<file path="src/rtl/spif_pkg.sv">
package spif_pkg;
  localparam int BYTE_W   = 8;
  localparam int ADDR_MAX = 3;
  localparam logic [BYTE_W-1:0] FILL_BYTE = 8'hFF;

  typedef enum logic [2:0] {
    S_IDLE,
    S_WAIT,
    S_PICK,
    S_DATA,
    S_XFER,
    S_GAP
  } seq_state_t;
endpackage

</file>
<file path="src/rtl/spif_tick.sv">
module spif_tick #(
  parameter int DIV_W = 8
) (
  input  logic             clk,
  input  logic             rst,
  input  logic             en,
  input  logic [DIV_W-1:0] div,
  output logic             tick
);
  logic [DIV_W-1:0] cnt_q;

  always_ff @(posedge clk) begin
    if (rst || !en) begin
      cnt_q <= '0;
    end else if (cnt_q == div) begin
      cnt_q <= '0;
    end else begin
      cnt_q <= cnt_q + DIV_W'(1);
    end
  end

  assign tick = en && (cnt_q == div);
endmodule

</file>
<file path="src/rtl/spif_shift.sv">
module spif_shift
  import spif_pkg::*;
(
  input  logic              clk,
  input  logic              rst,
  input  logic              load,
  input  logic [BYTE_W-1:0] byte_in,
  input  logic              tick,
  input  logic              miso,
  output logic              sclk,
  output logic              mosi,
  output logic              active,
  output logic              byte_done,
  output logic [BYTE_W-1:0] rx_byte
);
  localparam int BIT_W = $clog2(BYTE_W);

  logic [BYTE_W-1:0] out_q;
  logic [BYTE_W-1:0] in_q;
  logic [BIT_W-1:0]  bit_q;

  always_ff @(posedge clk) begin
    if (rst) begin
      out_q     <= '0;
      in_q      <= '0;
      bit_q     <= '0;
      sclk      <= 1'b0;
      active    <= 1'b0;
      byte_done <= 1'b0;
      rx_byte   <= '0;
    end else begin
      byte_done <= 1'b0;
      if (load) begin
        out_q  <= byte_in;
        bit_q  <= '0;
        sclk   <= 1'b0;
        active <= 1'b1;
      end else if (active && tick) begin
        if (!sclk) begin
          sclk <= 1'b1;
          in_q <= {in_q[BYTE_W-2:0], miso};
        end else begin
          sclk <= 1'b0;
          if (bit_q == BIT_W'(BYTE_W - 1)) begin
            active    <= 1'b0;
            byte_done <= 1'b1;
            rx_byte   <= in_q;
          end else begin
            out_q <= {out_q[BYTE_W-2:0], 1'b0};
            bit_q <= bit_q + BIT_W'(1);
          end
        end
      end
    end
  end

  assign mosi = out_q[BYTE_W-1];
endmodule

</file>
<file path="src/rtl/spif_seq.sv">
module spif_seq
  import spif_pkg::*;
#(
  parameter int LEN_W    = 12,
  parameter int DIV_W    = 8,
  parameter int DUMMY_W  = 2,
  parameter int GAP_SCLK = 2
) (
  input  logic                        clk,
  input  logic                        rst,
  input  logic                        start,
  input  logic [BYTE_W-1:0]           opcode,
  input  logic [1:0]                  addr_cnt,
  input  logic [ADDR_MAX*BYTE_W-1:0]  addr,
  input  logic [DUMMY_W-1:0]          dummy_cnt,
  input  logic                        rx_mode,
  input  logic [LEN_W-1:0]            data_len,
  input  logic [DIV_W-1:0]            div,
  input  logic                        tick,
  input  logic                        sh_done,
  input  logic [BYTE_W-1:0]           sh_rx,
  input  logic [BYTE_W-1:0]           tx_data,
  input  logic                        tx_valid,
  output logic                        tx_ready,
  output logic [BYTE_W-1:0]           rx_data,
  output logic                        rx_valid,
  input  logic                        rx_ready,
  output logic                        ld,
  output logic [BYTE_W-1:0]           ld_byte,
  output logic [DIV_W-1:0]            div_q,
  output logic                        gap_en,
  output logic                        cs_n,
  output logic                        busy,
  output logic                        done
);
  localparam int AW        = ADDR_MAX * BYTE_W;
  localparam int GAP_TICKS = 2 * GAP_SCLK;
  localparam int GW        = $clog2(GAP_TICKS + 1);

  seq_state_t           state_q;
  logic [1:0]           acnt_q;
  logic [AW-1:0]        abuf_q;
  logic [DUMMY_W-1:0]   dcnt_q;
  logic                 dir_q;
  logic [LEN_W-1:0]     left_q;
  logic [GW-1:0]        gap_q;

  always_ff @(posedge clk) begin
    if (rst) begin
      state_q  <= S_IDLE;
      acnt_q   <= '0;
      abuf_q   <= '0;
      dcnt_q   <= '0;
      dir_q    <= 1'b0;
      left_q   <= '0;
      gap_q    <= '0;
      div_q    <= '0;
      ld       <= 1'b0;
      ld_byte  <= '0;
      cs_n     <= 1'b1;
      busy     <= 1'b0;
      done     <= 1'b0;
      rx_valid <= 1'b0;
      rx_data  <= '0;
    end else begin
      done <= 1'b0;
      ld   <= 1'b0;
      if (rx_valid && rx_ready) rx_valid <= 1'b0;
      case (state_q)
        S_IDLE: begin
          if (start) begin
            abuf_q  <= addr << (5'd24 - {addr_cnt, 3'b000});
            acnt_q  <= addr_cnt;
            dcnt_q  <= dummy_cnt;
            dir_q   <= rx_mode;
            left_q  <= data_len;
            div_q   <= div;
            cs_n    <= 1'b0;
            busy    <= 1'b1;
            ld      <= 1'b1;
            ld_byte <= opcode;
            state_q <= S_WAIT;
          end
        end
        S_WAIT: begin
          if (sh_done) state_q <= S_PICK;
        end
        S_PICK: begin
          if (acnt_q != 2'd0) begin
            ld      <= 1'b1;
            ld_byte <= abuf_q[AW-1 -: BYTE_W];
            abuf_q  <= abuf_q << BYTE_W;
            acnt_q  <= acnt_q - 2'd1;
            state_q <= S_WAIT;
          end else if (dcnt_q != '0) begin
            ld      <= 1'b1;
            ld_byte <= FILL_BYTE;
            dcnt_q  <= dcnt_q - DUMMY_W'(1);
            state_q <= S_WAIT;
          end else if (left_q != '0) begin
            state_q <= S_DATA;
          end else begin
            cs_n    <= 1'b1;
            gap_q   <= '0;
            state_q <= S_GAP;
          end
        end
        S_DATA: begin
          if (dir_q) begin
            if (!rx_valid) begin
              ld      <= 1'b1;
              ld_byte <= FILL_BYTE;
              state_q <= S_XFER;
            end
          end else if (tx_valid) begin
            ld      <= 1'b1;
            ld_byte <= tx_data;
            state_q <= S_XFER;
          end
        end
        S_XFER: begin
          if (sh_done) begin
            left_q <= left_q - LEN_W'(1);
            if (dir_q) begin
              rx_valid <= 1'b1;
              rx_data  <= sh_rx;
            end
            state_q <= S_PICK;
          end
        end
        S_GAP: begin
          if (tick) begin
            if (gap_q == GW'(GAP_TICKS - 1)) begin
              done    <= 1'b1;
              busy    <= 1'b0;
              state_q <= S_IDLE;
            end else begin
              gap_q <= gap_q + GW'(1);
            end
          end
        end
        default: state_q <= S_IDLE;
      endcase
    end
  end

  assign tx_ready = (state_q == S_DATA) && !dir_q;
  assign gap_en   = (state_q == S_GAP);
endmodule

</file>
<file path="src/rtl/spi_frame_engine.sv">
module spi_frame_engine
  import spif_pkg::*;
#(
  parameter int LEN_W    = 12,
  parameter int DIV_W    = 8,
  parameter int DUMMY_W  = 2,
  parameter int GAP_SCLK = 2
) (
  input  logic               clk,
  input  logic               rst,
  input  logic               start,
  input  logic [7:0]         opcode,
  input  logic [1:0]         addr_cnt,
  input  logic [23:0]        addr,
  input  logic [DUMMY_W-1:0] dummy_cnt,
  input  logic               rx_mode,
  input  logic [LEN_W-1:0]   data_len,
  input  logic [DIV_W-1:0]   div,
  input  logic [7:0]         tx_data,
  input  logic               tx_valid,
  output logic               tx_ready,
  output logic [7:0]         rx_data,
  output logic               rx_valid,
  input  logic               rx_ready,
  output logic               busy,
  output logic               done,
  output logic               sclk,
  output logic               cs_n,
  output logic               mosi,
  input  logic               miso
);
  logic              tick;
  logic              sh_active;
  logic              sh_done;
  logic [BYTE_W-1:0] sh_rx;
  logic              ld;
  logic [BYTE_W-1:0] ld_byte;
  logic [DIV_W-1:0]  div_q;
  logic              gap_en;

  spif_tick #(.DIV_W(DIV_W)) u_tick (
    .clk (clk),
    .rst (rst),
    .en  (sh_active | gap_en),
    .div (div_q),
    .tick(tick)
  );

  spif_shift u_shift (
    .clk      (clk),
    .rst      (rst),
    .load     (ld),
    .byte_in  (ld_byte),
    .tick     (tick),
    .miso     (miso),
    .sclk     (sclk),
    .mosi     (mosi),
    .active   (sh_active),
    .byte_done(sh_done),
    .rx_byte  (sh_rx)
  );

  spif_seq #(
    .LEN_W   (LEN_W),
    .DIV_W   (DIV_W),
    .DUMMY_W (DUMMY_W),
    .GAP_SCLK(GAP_SCLK)
  ) u_seq (
    .clk      (clk),
    .rst      (rst),
    .start    (start),
    .opcode   (opcode),
    .addr_cnt (addr_cnt),
    .addr     (addr),
    .dummy_cnt(dummy_cnt),
    .rx_mode  (rx_mode),
    .data_len (data_len),
    .div      (div),
    .tick     (tick),
    .sh_done  (sh_done),
    .sh_rx    (sh_rx),
    .tx_data  (tx_data),
    .tx_valid (tx_valid),
    .tx_ready (tx_ready),
    .rx_data  (rx_data),
    .rx_valid (rx_valid),
    .rx_ready (rx_ready),
    .ld       (ld),
    .ld_byte  (ld_byte),
    .div_q    (div_q),
    .gap_en   (gap_en),
    .cs_n     (cs_n),
    .busy     (busy),
    .done     (done)
  );
endmodule

</file>
<file path="config.mk">
export PLATFORM = sky130hd
export DESIGN_NAME = spi_frame_engine
export DESIGN_NICKNAME = d
export VERILOG_FILES = /design/src/rtl/spif_pkg.sv /design/src/rtl/spif_tick.sv /design/src/rtl/spif_shift.sv /design/src/rtl/spif_seq.sv /design/src/rtl/spi_frame_engine.sv
export SDC_FILE = /design/constraint.sdc
export NUM_CORES = 1
export LEC_CHECK = 0
export BUFFER_PORTS_ARGS = -buffer_cell sky130_fd_sc_hd__buf_2
export CAP_MARGIN = 20
export CORE_MARGIN = 2
export CORE_UTILIZATION = 40
export DETAILED_ROUTE_END_ITERATION = 10
export GPL_TIMING_DRIVEN = 0
export RECOVER_POWER = 100
export SLEW_MARGIN = 25
export SYNTH_ARGS = -nofsm -noshare
export SYNTH_HDL_FRONTEND = slang
export SYNTH_SLANG_ARGS = --single-unit
</file>
<file path="constraint.sdc">
create_clock -name clk -period 1.96 [get_ports clk]
set_input_delay 0.392 -clock clk [delete_from_list [all_inputs] [get_ports clk]]
set_output_delay 0.392 -clock clk [all_outputs]
set_load 0.01 [all_outputs]
</file>
# --- Word level (Yosys, flattened, before mapping) ---
# Cells that the tools add are included.
# W data, S select, Z words.
word_totals:
  reg_bits: 114
  in_bits: 71
  word_cells: 168
op_classes:
  add_sub_neg: 7
  eq_ne: 23
  n_shift: 1
  muxes: 68
  bitwise: 7
  n_reduce_logical: 39
op_table:
  columns: ["operator", "n"]
  rows:
  - ["$mux W8", 10]
  - ["$mux W24", 2]
  - ["$pmux W24 S2", 1]
  - ["$mux W3", 15]
  - ["$mux W1", 24]
  - ["$mux W12", 2]
  - ["$pmux W12 S2", 1]
  - ["$pmux W8 S3", 1]
  - ["$shl A24 B5 Y24", 1]
  - ["$reduce_and A3 Y1", 7]
  - ["$reduce_bool A2 Y1", 9]
  - ["$pmux W3 S5", 1]
  - ["$ne A2 B1 Y1 const B", 6]
  - ["$ne A2 B2 Y1 const B", 6]
  - ["$reduce_and A4 Y1", 3]
  - ["$reduce_and A6 Y1", 2]
  - ["$reduce_bool A12 Y1", 1]
  - ["$sub A12 B1 Y12 const B", 1]
  - ["$mux W2", 5]
  - ["$reduce_and A5 Y1", 2]
  - ["$eq A3 B2 Y1 const B", 3]
  - ["$eq A3 B3 Y1 const B", 3]
  - ["$add A8 B1 Y8 const B", 1]
  - ["$eq A8 B8 Y1", 1]
  - ["other kinds (22)", 37]

# --- Depth between registers and ports, before layout ---
depth:
  word_depth: 6
  ltp_mapped: 8
  ltp_nobuf: 7

# --- By module ---
# A second synthesis with hierarchy kept.
unflattened:
  cells_unflattened: 663
  area_unflattened_um2: 5848.1
modules_own_cells:
  columns: ["module", "instances", "cells_each", "area_each_um2", "seq_area_each_um2"]
  rows:
  - ["spif_seq", 1, 488, 4023.9, 1521.5]
  - ["spif_shift", 1, 128, 1345.0, 600.6]
  - ["spif_tick", 1, 46, 473.0, 160.2]
  - ["spi_frame_engine", 1, 1, 6.3, 0.0]

# --- Worst setup path before layout ---
# No wires, ideal clock.
synth_timing:
  path_kind: "register to register"
  startpoint: "reg u_seq.left_q[0]"
  endpoint: "reg u_seq.gap_q[0]"
  arrival_ns: 1.998
  t_required_ns: 1.890
  path_slack_ns: -0.108
  path_stages_with_launch: 9
  path_buffers: 1
  synth_period_minus_slack_ns: 2.068
  path_cell_list: "dfxtp_1 inv_1 ha_1 or4b_1 clkbuf_1 nor4_4 o22ai_2 or4_1 a21oi_1"
synth_via:
  elab_chain_cells: 3
synth_rtl:
  columns: ["item", "line", "rtl"]
  rows:
  - ["from (decl)", "spif_seq.sv:45", "logic [LEN_W-1:0] left_q;"]
  - ["from (signal assigned)", "spif_seq.sv:76", "left_q <= data_len;"]
  - ["from (signal assigned)", "spif_seq.sv:123", "left_q <= left_q - LEN_W'(1);"]
  - ["$reduce_bool A12 Y1", "spif_seq.sv:100", "end else if (left_q != '0) begin"]
  - ["$ne A2 B2 Y1 (no source line)", null, null]
  - ["$reduce_and A6 Y1 (no source line)", null, null]
  - ["to (signal assigned)", "spif_seq.sv:138", "gap_q <= gap_q + GW'(1);"]
  - ["to (decl)", "spif_seq.sv:46", "logic [GW-1:0] gap_q;"]
# No other way between the ends.
# A chain may end at the register's enable or synchronous reset.

# --- Worst setup path after layout ---
layout_timing:
  startpoint: "reg u_seq.left_q[0]"
  endpoint: "reg u_seq.state_q[1]"
layout_via:
  elab_chain_cells: 5
layout_rtl:
  columns: ["item", "line", "rtl"]
  rows:
  - ["$reduce_bool A12 Y1", "spif_seq.sv:100", null]
  - ["$mux W3", "spif_seq.sv:100", null]
  - ["$mux W3", "spif_seq.sv:95", "end else if (dcnt_q != '0) begin"]
  - ["$mux W3", "spif_seq.sv:89", "if (acnt_q != 2'd0) begin"]
  - ["$pmux W3 S5", "spif_seq.sv:69", "case (state_q)"]
  - ["to (signal assigned)", "spif_seq.sv:94", "state_q <= S_WAIT;"]
  - ["to (signal assigned)", "spif_seq.sv:99", "state_q <= S_WAIT;"]
  - ["to (signal assigned)", "spif_seq.sv:101", "state_q <= S_DATA;"]
  - ["to (decl)", "spif_seq.sv:40", "seq_state_t state_q;"]
# No other way between the ends.

==> metrics.txt <==
I/O Buffers=82; Logic pwr share=0.380; met2 routed WL=7370 um; Area growth syn-to-layout=28.6%; critical path's top delay family=simple AND/OR/NAND/NOR gates; die area=14700 um2; fraction of registers with async set/reset=0; cell count after synthesis=649; setup violators final=15; dpl cells=907; Routed Antenna Nets=0; HPWL Detailed=11200 um; switching pwr=3.64 mW; DR pass1 iterations=5; DR DRC count=0; final period utilization=1.09; CTS tree=yes; part of the power in registers=0.314; crit path buf inv count=2; CP cell instances=inv_2, ha_4, or4b_4, buf_6, or4_4, a21oi_2, nor3_1, o21a_1; Cell Area, Placed=6170 um2; met1 WL=7140 um; MaxCap Viol Count=0; share of layout cells above drive strength 1=0.242; Finished Layout Cells=954; Final GP Congestion=0.867; type of origin of the critical path=flip-flop; Post-synth EDFFs=0; initial core utilization=0.412; final design utilization=0.530; final WL=15800 um; synthesized area=5500 um2; crit path capture type=flip-flop; cell internal pwr=6.29 mW; GRT overflow=0; number of clock sinks=114; status=complete, but fails checks; GRT Resource Usage Total=0.215; pwr dens=1400 nW/um2; RSZ-0062 raised after global routing=yes; Critical Path RT=2.26 ns; Max-slew headroom=0.545; Tmin final=2.14 ns; ys flop type=dfxtp_1; met3 routed WL=860 um; Critical-path top delay cell=or4b_4; I/O pin count=86; core area=13300 um2; die width=121 um; Post-CTS Hold Buffers=0; Slew @ Worst Pin=0.683 ns; clock share of power=0.306; First DRT Iteration DRCs=337; clock-pin transition on the worst setup and hold timing paths=0.06 ns; Highest Signal Layer=met4; Syn Nets=728; final hold violations=0; CTS root buffer=clkbuf_16; final instance area=7080 um2; number of diodes=0; worst hold path type=in2reg; largest net degree at the start of global routing=17; Peak VDD IR=0.791 mV; # rows=42; antenna violations before repair=0; violated checks=negative setup slack; CTS H-tree lvls=4; Skew-Pair Late Insertion Delay=0.41 ns; nets@finish=844; via count=5246; fmax=0.466 GHz; Final WS setup=-0.185 ns; sequential-to-total area share from yosys stat=0.415; vias per std cell=5.50; Seq cells post-synth=114; Distinct cells, synth=61; skew final=0.00502 ns; Setup CP Type=reg2reg; leakage power=2.73 nW; die height=121 um; first-pass GRT wire length=24800 um; drt wl/cell=16.6 um; Switching Share=0.367; YS warnings=0; max incr delay on CP=0.49 ns; Crit Path Max Fanout=3; CP Data Arrival Time=2.44 ns; Mean Syn Cell Area=8.48 um2; Max Root-Sink Buffers=2; Slew Limit Fails=0; Num CTS Buffers=17; vias in the first global route=5083
[worst paths after layout]
kind	to	cells after the start	slack [ns]	from
worst max-delay path	u_seq.state_q[1]	8	-0.18	u_seq.left_q[0]
worst min-delay path	u_seq.div_q[7]	3	0.22	div[7]
worst max register to register	u_seq.state_q[1]	8	-0.18	u_seq.left_q[0]
worst min register to register	u_seq.rx_data[4]	2	0.45	u_shift.rx_byte[4]
[through the flow]
step | hold WS, ns | setup slack [ns] | setup TNS, ns | power, mW
detailed placement | 0.446 | -0.506 | -20.95 | 6.25
global placement | 0.446 | -0.445 | -17.31 | 6.15
CTS | 0.204 | -0.173 | -0.637 | 9.60
floorplan | 0.431 | -0.0288 | -0.0802 | 5.41
global route | 0.227 | -0.193 | -5.22 | 10.5
finish | 0.218 | -0.185 | -0.850 | 9.93
[synthesized netlist by cell type (3+ instances only)]
master,instances,share of area
a22oi_1,13,0.018
o21a_1,3,0.0041
nand2b_1,7,0.0080
nand4_1,3,0.0034
nor2_1,100,0.068
clkbuf_1,36,0.025
nand3_1,11,0.010
or2_2,4,0.0045
xor2_1,4,0.0064
buf_2,10,0.0091
xnor2_1,13,0.021
mux2i_1,41,0.075
inv_1,14,0.0095
nand2_1,46,0.031
a221oi_1,10,0.016
o311ai_0,3,0.0048
nor3_1,32,0.029
o22a_1,3,0.0048
or3b_2,3,0.0048
ha_1,8,0.018
a22o_1,3,0.0048
nor4_4,3,0.012
a21oi_1,52,0.047
or4_1,5,0.0068
o211a_1,7,0.013
dfxtp_1,114,0.41
a211oi_1,28,0.038
o32ai_1,5,0.0080
o21ai_0,21,0.019
nand3b_1,3,0.0041
and3_1,5,0.0057
[layer usage]
| metal | vias to the layer above | track usage |
|---|---|---|
| met5 | - | 0 |
| met4 | 0 | 0.0977 |
| met3 | 40 | 0.0432 |
| met2 | 162 | 0.345 |
| met1 | 2464 | 0.278 |
| li1 | 2580 | - |
[worst min-delay path, stage by stage]
cell     delay [ns]
buf_2          0.09
nand2_1        0.04
a21oi_1        0.05
[power by group through the flow]
stage | logic, mW | clock network [mW] | registers (mW)
after floorplan | 2.39 | 0 | 3.02
after global placement | 3.06 | 0 | 3.09
after detailed placement | 3.15 | 0 | 3.10
after CTS | 3.44 | 3.08 | 3.08
after global routing | 4.11 | 3.19 | 3.16
final | 3.77 | 3.04 | 3.12
[cell type report]
| cell class | instances | area, um2 |
|---|---|---|
| well taps | 176 | 220 |
| multi-input cells | 471 | 3160 |
| clock inverters | 12 | 134 |
| flip-flops and latches | 114 | 2290 |
| inverters | 14 | 52.6 |
| plain buffers | 47 | 236 |
| fillers | 1287 | 6270 |
| repair buffers | 100 | 527 |
| clock buffers | 20 | 457 |
[state kept, by name, summed over array words and instances, names as in the netlist, 2 cells and up]
signal and count:
u_seq.div_q 8, u_shift.rx_byte 8, u_shift.in_q 8, u_seq.dcnt_q 2, u_seq.ld_byte 8, u_tick.cnt_q 8
u_seq.abuf_q 24, u_seq.acnt_q 2, u_shift.bit_q 3, u_seq.state_q 3, u_seq.rx_data 8, u_seq.left_q 12
u_shift.out_q 8, u_seq.gap_q 3
[cell usage in the layout, fill, tap and decap left out, types with 6 or more instances in the layout]
cell type / count
buf_4: 16
o211a_1: 7
nand2b_1: 6
ha_1: 7
a221oi_1: 9
inv_1: 12
clkbuf_2: 9
o21ai_0: 17
nor3_1: 30
a211oi_1: 27
nor2_1: 99
clkbuf_1: 40
clkbuf_16: 17
a22oi_1: 13
xnor2_1: 8
dfxtp_1: 107
buf_2: 75
nand3_1: 10
a21oi_1: 51
dfxtp_2: 6
nand2_1: 46
mux2i_1: 41
[kinds of logic (layout without fill, tap and decap cells)]
kind of cell,count (synthesis),count (layout),synth area share
compound gates,165,165,0.202
xor+xnor,17,17,0.0271
fa+ha+maj,8,8,0.0182
buf+inv,64,193,0.0489
flops,114,114,0.415
mux,41,41,0.0746
simple gates,240,240,0.215
[what timing repair did]
| item | CTS | global route |
|---|---|---|
| buffers inserted | 11 | 8 |
| pin swaps | 10 | 13 |
| resized for setup | 34 | 43 |
| hold endpoints to repair | 0 | 0 |
| setup endpoints to repair | 100 | 79 |
No activity file was read; power rests on OpenSTA's default activity.
